**config.mk**
```make
export PLATFORM = sky130hd
export DESIGN_NAME = bus_own_ctrl
export DESIGN_NICKNAME = d
export VERILOG_FILES = /design/src/rtl/bus_own_pkg.sv /design/src/rtl/bus_addr_parity.sv /design/src/rtl/bus_cycle_latch.sv /design/src/rtl/bus_own_fsm.sv /design/src/rtl/bus_own_ctrl.sv
export SDC_FILE = /design/constraint.sdc
export NUM_CORES = 1
export LEC_CHECK = 0
export BUFFER_PORTS_ARGS = -buffer_cell sky130_fd_sc_hd__buf_2
export CAP_MARGIN = 20
export CORE_UTILIZATION = 31
export DETAILED_ROUTE_END_ITERATION = 16
export PLACE_DENSITY_LB_ADDON = 0.12
export SYNTH_ARGS = -nofsm -noshare
export SYNTH_HDL_FRONTEND = slang
export SYNTH_SLANG_ARGS = --single-unit
```
**constraint.sdc**
```tcl
create_clock -name clk -period 1.61 [get_ports clk]
set_input_delay 0.0805 -clock clk [delete_from_list [all_inputs] [get_ports clk]]
set_output_delay 0.0805 -clock clk [all_outputs]
set_load 0.005 [all_outputs]
```
**src/rtl/bus_own_pkg.sv**
```systemverilog
package bus_own_pkg;
   typedef enum logic [2:0] {
      ST_IDLE = 3'd0,
      ST_ADDR = 3'd1,
      ST_DATA = 3'd2,
      ST_HELD = 3'd3,
      ST_BACK = 3'd4
   } own_st_e;
endpackage

```
**src/rtl/bus_addr_parity.sv**
```systemverilog
module bus_addr_parity #(
   parameter int ADDR_W = 29,
   parameter int GROUPS = 1
) (
   input  logic [ADDR_W-1:0] addr_i,
   output logic [GROUPS-1:0] par_o
);
   localparam int GRP_W = ADDR_W / GROUPS;

   if (GROUPS < 1 || (ADDR_W % GROUPS) != 0) begin : g_bad_groups
      $error("bus_addr_parity: ADDR_W must split evenly into GROUPS");
   end

   if (GROUPS == 1) begin : g_single
      assign par_o = ^addr_i;
   end else begin : g_multi
      for (genvar g = 0; g < GROUPS; g++) begin : g_grp
         assign par_o[g] = ^addr_i[g*GRP_W +: GRP_W];
      end
   end
endmodule

```
**src/rtl/bus_cycle_latch.sv**
```systemverilog
module bus_cycle_latch #(
   parameter int ADDR_W = 29,
   parameter int BE_W   = 8,
   parameter int DEF_W  = 3
) (
   input  logic              clk,
   input  logic              rst_n,
   input  logic              load_new_i,
   input  logic              abort_i,
   input  logic              issue_restart_i,
   input  logic [ADDR_W-1:0] core_addr_i,
   input  logic [BE_W-1:0]   core_be_i,
   input  logic [DEF_W-1:0]  core_def_i,
   input  logic              core_burst_i,
   output logic [ADDR_W-1:0] addr_q,
   output logic [BE_W-1:0]   be_q,
   output logic [DEF_W-1:0]  def_q,
   output logic              burst_q,
   output logic              restart_q
);
   always_ff @(posedge clk or negedge rst_n) begin
      if (!rst_n) begin
         addr_q  <= '0;
         be_q    <= '0;
         def_q   <= '0;
         burst_q <= 1'b0;
      end else if (load_new_i) begin
         addr_q  <= core_addr_i;
         be_q    <= core_be_i;
         def_q   <= core_def_i;
         burst_q <= core_burst_i;
      end
   end

   always_ff @(posedge clk or negedge rst_n) begin
      if (!rst_n)               restart_q <= 1'b0;
      else if (abort_i)         restart_q <= 1'b1;
      else if (issue_restart_i) restart_q <= 1'b0;
   end


   restart_noload_chk: assert property (@(posedge clk) disable iff (!rst_n)
      restart_q |-> !load_new_i);


   restart_keep_chk: assert property (@(posedge clk) disable iff (!rst_n)
      restart_q |=> ($stable(addr_q) && $stable(be_q) && $stable(def_q) && $stable(burst_q)));
endmodule

```
**src/rtl/bus_own_fsm.sv**
```systemverilog
module bus_own_fsm
   import bus_own_pkg::*;
#(
   parameter int BURST_LEN = 4
) (
   input  logic clk,
   input  logic rst_n,
   input  logic core_req_i,
   input  logic restart_i,
   input  logic burst_i,
   input  logic hold_req_i,
   input  logic backoff_i,
   input  logic lock_i,
   input  logic rdy_i,
   output logic ads_o,
   output logic hold_ack_o,
   output logic float_en_o,
   output logic done_o,
   output logic load_new_o,
   output logic issue_restart_o,
   output logic abort_o
);
   localparam int CNT_W = (BURST_LEN > 1) ? $clog2(BURST_LEN) : 1;
   localparam logic [CNT_W-1:0] LAST_BEAT = CNT_W'(BURST_LEN - 1);

   if (BURST_LEN < 2) begin : g_bad_burst
      $error("bus_own_fsm: BURST_LEN must be at least 2");
   end

   own_st_e          st_q, st_d;
   logic [CNT_W-1:0] beat_q, beat_d;
   logic             last_beat, in_cycle, idle_free, grant;

   always_comb begin
      last_beat       = burst_i ? (beat_q == LAST_BEAT) : 1'b1;
      in_cycle        = (st_q == ST_ADDR) || (st_q == ST_DATA);
      idle_free       = (st_q == ST_IDLE) && !backoff_i;
      abort_o         = backoff_i && in_cycle;
      done_o          = (st_q == ST_DATA) && rdy_i && last_beat && !backoff_i;
      issue_restart_o = idle_free && restart_i;
      grant           = idle_free && !restart_i && hold_req_i && !lock_i;
      load_new_o      = idle_free && !restart_i && !(hold_req_i && !lock_i) && core_req_i;
   end

   always_comb begin
      st_d   = st_q;
      beat_d = beat_q;
      if (backoff_i) begin
         st_d = ST_BACK;
      end else begin
         unique case (st_q)
            ST_IDLE: begin
               if (issue_restart_o || load_new_o) st_d = ST_ADDR;
               else if (grant)                    st_d = ST_HELD;
            end
            ST_ADDR: begin
               st_d   = ST_DATA;
               beat_d = '0;
            end
            ST_DATA: begin
               if (rdy_i) begin
                  if (last_beat) st_d = ST_IDLE;
                  else           beat_d = beat_q + 1'b1;
               end
            end
            ST_HELD: if (!hold_req_i) st_d = ST_IDLE;
            ST_BACK: st_d = ST_IDLE;
            default: st_d = ST_IDLE;
         endcase
      end
   end

   always_ff @(posedge clk or negedge rst_n) begin
      if (!rst_n) begin
         st_q   <= ST_IDLE;
         beat_q <= '0;
      end else begin
         st_q   <= st_d;
         beat_q <= beat_d;
      end
   end

   assign ads_o      = (st_q == ST_ADDR);
   assign hold_ack_o = (st_q == ST_HELD);
   assign float_en_o = (st_q == ST_HELD) || (st_q == ST_BACK);


   boff_float_chk: assert property (@(posedge clk) disable iff (!rst_n)
      backoff_i |=> (float_en_o && !hold_ack_o && !ads_o));


   boff_nodone_chk: assert property (@(posedge clk) disable iff (!rst_n)
      backoff_i |-> !done_o);


   lock_grant_chk: assert property (@(posedge clk) disable iff (!rst_n)
      $rose(hold_ack_o) |-> !$past(lock_i));


   hold_req_grant_chk: assert property (@(posedge clk) disable iff (!rst_n)
      $rose(hold_ack_o) |-> $past(hold_req_i));


   hold_exit_gap_chk: assert property (@(posedge clk) disable iff (!rst_n)
      $fell(hold_ack_o) |-> !ads_o);


   hold_keep_chk: assert property (@(posedge clk) disable iff (!rst_n)
      (hold_ack_o && hold_req_i && !backoff_i) |=> hold_ack_o);


   ads_single_chk: assert property (@(posedge clk) disable iff (!rst_n)
      ads_o |=> !ads_o);
endmodule

```
**src/rtl/bus_own_ctrl.sv**
```systemverilog
module bus_own_ctrl #(
   parameter int ADDR_W     = 29,
   parameter int BE_W       = 8,
   parameter int DEF_W      = 3,
   parameter int BURST_LEN  = 4,
   parameter int PAR_GROUPS = 1
) (
   input  logic                  clk,
   input  logic                  rst_n,
   input  logic                  core_req_i,
   input  logic [ADDR_W-1:0]     core_addr_i,
   input  logic [BE_W-1:0]       core_be_i,
   input  logic [DEF_W-1:0]      core_def_i,
   input  logic                  core_burst_i,
   input  logic                  core_lock_i,
   output logic                  core_done_o,
   input  logic                  hold_req_i,
   output logic                  hold_ack_o,
   input  logic                  backoff_i,
   input  logic                  rdy_i,
   output logic                  ads_o,
   output logic                  bus_req_o,
   output logic                  float_en_o,
   output logic [ADDR_W-1:0]     addr_o,
   output logic [BE_W-1:0]       be_o,
   output logic [DEF_W-1:0]      def_o,
   output logic [PAR_GROUPS-1:0] par_o
);
   if (ADDR_W < 1 || BE_W < 1 || DEF_W < 1) begin : g_bad_width
      $error("bus_own_ctrl: widths must be positive");
   end

   logic load_new, abort, issue_restart, restart_q, burst_q;

   bus_own_fsm #(.BURST_LEN(BURST_LEN)) u_fsm (
      .clk             (clk),
      .rst_n           (rst_n),
      .core_req_i      (core_req_i),
      .restart_i       (restart_q),
      .burst_i         (burst_q),
      .hold_req_i      (hold_req_i),
      .backoff_i       (backoff_i),
      .lock_i          (core_lock_i),
      .rdy_i           (rdy_i),
      .ads_o           (ads_o),
      .hold_ack_o      (hold_ack_o),
      .float_en_o      (float_en_o),
      .done_o          (core_done_o),
      .load_new_o      (load_new),
      .issue_restart_o (issue_restart),
      .abort_o         (abort)
   );

   bus_cycle_latch #(.ADDR_W(ADDR_W), .BE_W(BE_W), .DEF_W(DEF_W)) u_latch (
      .clk             (clk),
      .rst_n           (rst_n),
      .load_new_i      (load_new),
      .abort_i         (abort),
      .issue_restart_i (issue_restart),
      .core_addr_i     (core_addr_i),
      .core_be_i       (core_be_i),
      .core_def_i      (core_def_i),
      .core_burst_i    (core_burst_i),
      .addr_q          (addr_o),
      .be_q            (be_o),
      .def_q           (def_o),
      .burst_q         (burst_q),
      .restart_q       (restart_q)
   );

   bus_addr_parity #(.ADDR_W(ADDR_W), .GROUPS(PAR_GROUPS)) u_par (
      .addr_i (addr_o),
      .par_o  (par_o)
   );

   assign bus_req_o = core_req_i || restart_q;


   req_pending_chk: assert property (@(posedge clk) disable iff (!rst_n)
      ads_o |-> bus_req_o);


   ads_driven_chk: assert property (@(posedge clk) disable iff (!rst_n)
      ads_o |-> !float_en_o);
endmodule

```
==> results.toml, run 1 <==
[worst_setup_path]
cp-end-kind = "output port"
crit_type = "flip-flop to output port"
crit_path_start = "u_latch.addr_q[9]"
r2r-start = "u_fsm.beat_q[1]"
r2r_cells = 5
worst_setup_path_start_kind = "flip-flop"
crit_end = "par_o"
worst_ep_arrival_time_ps = 1850
rr_endpoint = "u_fsm.beat_q[1]"
required_ps = 1530
r2r_slack_ps = 50
crit_fanout = 2

[grt]
grt_max_degree = 28
grt_pass1_wl_um = 7130
grt_pass1_vias = 1536
antenna_found_initial = 0
grt.total_usage = 0.126
grt_overflow = 0

[cts]
clock_path_buffers = 2
clk_latency_ps = 280
cts_max_level = 2
clk_pin_slew_ps = 80
cts-root-buf = "clkbuf_8"
cts.sinks = 47
numCtsBuffers = 5
cts_tree = "yes"

[placed_design]
portBuffers = 93
preCtsSetupSlack_ps = -190
gp_congestion = 0.714
hpwlAfterDp_um = 3400

[sta]
rsz0062_at_grt = "yes"
fin_skew_ps = 2.11
setup_viol = 1
min_period_ps = 1930
tightest_slew_ps = 497
drv_slew = 0
finalCritPeriodShare = 1.20
relSlewSlack = 0.669
fmax_mhz = 519
hold_violations = 0
worst_slack_ps = -318

[cells_and_area]
fillers = 682
syn2layout_area_growth_pct = 39.6
register_area_sq_mm = 0.00118
nNetsFinal = 316
drive_gt1_frac = 0.635
antenna_cells = 0
multiInputGateArea_sq_mm = 0.00102

[outcome]
violations = "setup timing"
status = "complete, but fails checks"

[logic_synthesis]
ys_types = 30
synth_cells = 155
syn-num-nets = 204
synth_area_sq_mm = 0.00218
yosysWarnings = 0
synth.avg_cell_area_sq_um = 14.0
yosysSeqAreaShare = 0.541
ys_ff_latch = 47

[floorplanning]
pin_count = 94
row_count = 30
die_y_um = 85.8
coreArea_sq_mm = 0.00679
start_util = 0.320
die_x_um = 85.8
dieArea_sq_mm = 0.00736

[routing]
remaining_drc_errors = 0
wl_um = 4480
drtIter0Drc = 32
drt-pass1-iter-count = 3
vias_per_cell = 4.27
vias = 1544
ant_nets = 0
wire_per_inst_um = 12.4

[power_and_ir_drop]
p_sw_mw = 1.45
power.internal_mw = 3.41
power.share.combinational = 0.504
power_density_mw_per_mm2 = 1600
ir_drop_v = 0.000590
p_seq_frac = 0.366
power.share.clock = 0.130
p_leak_nw = 1.49
swShare = 0.298
total_power_mw = 4.85

[hold_path]
hold_depth = 2
hold_path.class = "primary input to flip-flop"

[run]
maxCapViolations = 0
-- cell usage after synthesis --
cell type	number	area, sq um
mux2_2	43	484
nand3b_1	1	7.51
nor3_1	2	10.0
xnor3_1	3	67.6
a21o_1	1	7.51
nand4b_1	1	8.76
buf_2	4	20.0
inv_1	2	7.51
a21boi_0	1	7.51
nand2_1	3	11.3
nand2b_1	4	25.0
and3_1	1	6.26
o31a_1	1	8.76
a21oi_1	2	10.0
clkbuf_1	4	15.0
a211oi_1	1	7.51
xor2_1	3	26.3
nor4_4	1	21.3
nor2_1	1	3.75
o21ai_0	2	10.0
nor3b_1	2	15.0
nor4_1	1	6.26
or2_2	1	6.26
o221ai_1	1	8.76
ha_1	1	12.5
a31oi_1	1	6.26
dfrtp_1	47	1180
xnor2_1	18	158
nand3_1	1	5.00
xnor2_2	1	16.3
-- registers in the layout, summed over array words and instances, names as in the netlist --
register,cells
u_latch.addr_q,29
u_latch.be_q,8
u_latch.def_q,3
u_latch.restart_q,1
u_fsm.beat_q,2
u_latch.burst_q,1
u_fsm.st_q,3
-- power groups by stage --
stage | clock, mW | sequential [mW] | combinational [mW]
2_1_floorplan | 0 | 1.79 | 1.51
3_3_place_gp | 0 | 1.77 | 2.40
3_5_place_dp | 0 | 1.78 | 2.44
4_1_cts | 0.673 | 1.77 | 2.46
5_1_grt | 0.713 | 1.82 | 2.68
6_report | 0.629 | 1.78 | 2.45
-- cells in the final DEF, fill, tap and decap left out, types with 2 or more instances in the layout --
master and count:
dlygate4sd3_1 2, xor2_1 3, buf_6 3, a21oi_1 2
clkbuf_8 5, nand2_1 3, o21ai_0 2, nand2b_1 3
dfrtp_1 47, nor3b_1 2, xnor2_1 14, buf_4 14
inv_1 2, mux2_2 41, xnor3_1 3, mux2_4 2
buf_2 93, xnor2_2 5
-- through the flow --
stage,hold slack [ps],area (sq um),cells,TNS [ps],util
CTS,8.46,2980,359,-431,0.439
global placement,82.5,2850,350,-156,0.419
floorplan,-215,2180,155,-418,-
finish,21.5,3040,362,-318,0.447
global route,5.33,3040,362,-605,0.447
detailed placement,75.6,2850,350,-233,0.419
-- per-layer routing --
layer  wire length (um)  part of all wire  vias to the layer above  global-route usage
met4                 27            0.0060                        0              0.0364
met3                337             0.075                        2              0.0443
met1               2040              0.45                      724               0.159
met5                  0                 0                        -                   0
met2               2080              0.46                       61               0.204
li1                   -                 -                      757                   -
-- critical path, cell delays in order (launching register included) --
cell     delay, ps
dfrtp_1        420
xnor2_2        160
xnor3_1        420
xnor3_1        230
xnor3_1        200
buf_2          140
-- logic make-up after synthesis --
group | Yosys count | share of synthesized area
DFF | 47 | 0.541
muxes | 43 | 0.223
and+or+nand+nor | 19 | 0.0581
xor gates and xnor gates | 25 | 0.123
AOI/OAI and AO/OA | 10 | 0.0305
adders and majority gates | 1 | 0.00575
buffers and inverters | 10 | 0.0196
-- worst min path at each step --
stage	start	to	slack, ps
floorplan	rst_n	u_fsm.beat_q[0]	-220
CTS	core_be_i[0]	u_latch.be_q[0]	8
finish	core_be_i[0]	u_latch.be_q[0]	20
global route	core_addr_i[20]	u_latch.addr_q[20]	5
detailed placement	rst_n	u_latch.addr_q[0]	80
global placement	rst_n	u_latch.addr_q[1]	80
-- cell type report --
type,instances,area share
clock buffers,6,0.0239
well taps,96,0.0396
repair buffers,113,0.212
multi-input cells,98,0.335
inverters,2,0.00247
flip-flops and latches,47,0.387
-- repair_timing --
action / 4_1_cts / 5_1_grt
pin swaps: 6 / 1
endpoints found under the hold margin: 21 / 0
resized for setup: 6 / 6
setup buffers: 1 / 3
hold buffers: 2 / 0
setup endpoints to repair: 3 / 17
Power figures use the tool's default switching activity.
==> run 2, diff against run 1 <==
==> constraint.sdc (replaced) <==
create_clock -name clk -period 1.61 [get_ports clk]
set_input_delay 0.161 -clock clk [delete_from_list [all_inputs] [get_ports clk]]
set_output_delay 0.161 -clock clk [all_outputs]
set_load 0.005 [all_outputs]
==> results.toml, run 2 (synthesized netlist as in run 1, its figures left out) <==
[routing]
drt-pass1-iter-count = 4
vias_per_cell = 4.37
wl_met2_um = 2600
vias = 1665
wl_met1_um = 2400
wl_um = 5380
ant_nets = 0
wl_met3_um = 352
remaining_drc_errors = 0
top_layer_used = "met4"
wire_per_inst_um = 14.1
drtIter0Drc = 20

[cells_and_area]
nNetsFinal = 333
reg_top3 = "u_latch.addr_q (29), u_latch.be_q (8)"
fillers = 647
register_area_sq_mm = 0.00118
regMostFlops = "u_latch.addr_q"
antenna_cells = 0
drive_gt1_frac = 0.670
multiInputGateArea_sq_mm = 0.00102
mostFrequentLayoutCells = "93 x buf_2, 47 x dfrtp_1, 41 x mux2_2"
syn2layout_area_growth_pct = 54.1
largest_register_ffs = 29
final_common_cell = "buf_2"

[worst_setup_path]
max_stage_delay_ps = 410
cp-end-kind = "output port"
crit_type = "flip-flop to output port"
crit_fanout = 2
crit_top_cell = "xnor3_1"
worst_ep_arrival_time_ps = 1850
worst_setup_path_start_kind = "flip-flop"
crit_slowest_cell = "dfrtp_1"
cp_cell_sequence = "xnor2_2, xnor3_1, xnor3_1, xnor3_1, buf_2"
required_ps = 1450

[sta]
fmax_mhz = 498
drv_slew = 0
fin_skew_ps = 11.6
hold_violations = 0
setup_viol = 5
whs_ps = 80.7
relSlewSlack = 0.700
finalCritPeriodShare = 1.25
tightest_slew_ps = 450
min_period_ps = 2010
rsz0062_at_grt = "yes"
worst_slack_ps = -399

[floorplanning]
coreArea_sq_mm = 0.00679
die_x_um = 85.8
row_count = 30
dieArea_sq_mm = 0.00736
start_util = 0.320
die_y_um = 85.8
pin_count = 94

[cts]
clk_latency_ps = 300
cts-root-buf = "clkbuf_8"
clk_pin_slew_ps = 100
clock_path_buffers = 2
cts_max_level = 2
cts_tree = "yes"
numCtsBuffers = 5
cts.sinks = 47

[outcome]
status = "complete, but fails checks"
violations = "setup timing"

[power_and_ir_drop]
power_density_mw_per_mm2 = 1600
p_leak_nw = 1.65
ir_drop_v = 0.000547

[grt]
grt_pass1_wl_um = 7490
grt_overflow = 0
grt.total_usage = 0.132
antenna_found_initial = 0
grt_max_degree = 42
grt_pass1_vias = 1579

[hold_path]
hold_path.class = "primary input to flip-flop"

[placed_design]
preCtsSetupSlack_ps = -97.7
gp_congestion = 0.676
portBuffers = 93
hpwlAfterDp_um = 3450

[run]
maxCapViolations = 0
-- run 2: changes by cell type in the layout (fill, tap and decap cells not counted), moves of 3 or more --
cell,change
xnor2_2,-3
buf_12,+3
buf_4,+8
xnor2_1,+3
buf_6,+3
clkbuf_16,+4
-- run 2: layout make-up --
type	instances	area share
clock buffers	5	0.0205
clock inverters	3	0.0202
inverters	2	0.00224
multi-input cells	98	0.305
flip-flops and latches	47	0.351
well taps	96	0.0358
repair buffers	130	0.265
-- run 2: worst paths after layout --
check / endpoint / slack (ps) / depth (start not counted) / start
max reg2reg: u_latch.addr_q[17] / -20 / 5 / u_fsm.st_q[1]
max in group asynchronous: u_latch.addr_q[13] / 750 / 3 / rst_n
max: par_o / -400 / 5 / u_latch.addr_q[7]
min reg2reg: u_latch.be_q[7] / 510 / 1 / u_latch.be_q[7]
min: u_latch.be_q[1] / 80 / 2 / core_be_i[1]
min in group asynchronous: u_latch.def_q[0] / 350 / 2 / rst_n
-- run 2: critical path: cells and delay by family, from the launching register on --
kind / cells / cell delay (ps)
xor gates and xnor gates: 4 / 1010
buffers and inverters: 1 / 140
DFF: 1 / 410
-- run 2: routing by layer --
metal / GRT usage / up-vias
met1: 0.166 / 800
met2: 0.215 / 63
met3: 0.0472 / 2
li1: - / 800
met4: 0.0409 / 0
met5: 0 / -
-- run 2: power by group --
| part | total (mW) | leakage, nW | internal (mW) | switching, mW |
|---|---|---|---|---|
| clock network | 1.03 | 0.0644 | 0.619 | 0.412 |
| registers | 1.75 | 0.571 | 1.51 | 0.248 |
| logic | 2.57 | 1.01 | 1.68 | 0.892 |
-- run 2: stage by stage --
| step | total power, mW | instances | util | setup TNS, ps | instance area [sq um] |
|---|---|---|---|---|---|
| floorplan | 3.28 | 155 | - | -418 | 2180 |
| global route | 5.71 | 381 | 0.493 | -3010 | 3350 |
| global placement | 4.28 | 358 | 0.430 | -96.8 | 2920 |
| detailed placement | 4.29 | 358 | 0.430 | -136 | 2920 |
| CTS | 5.36 | 368 | 0.457 | -491 | 3100 |
| finish | 5.36 | 381 | 0.493 | -437 | 3350 |
-- run 2: repair_timing --
| item | 4_1_cts | 5_1_grt |
|---|---|---|
| buffers inserted | 1 | 6 |
| pin swaps | 4 | 2 |
| gates resized for setup | 6 | 14 |
| gates cloned | 0 | 7 |
| endpoints found under the setup margin | 3 | 46 |
| endpoints found under the hold margin | 18 | 0 |
| hold buffers | 1 | 0 |
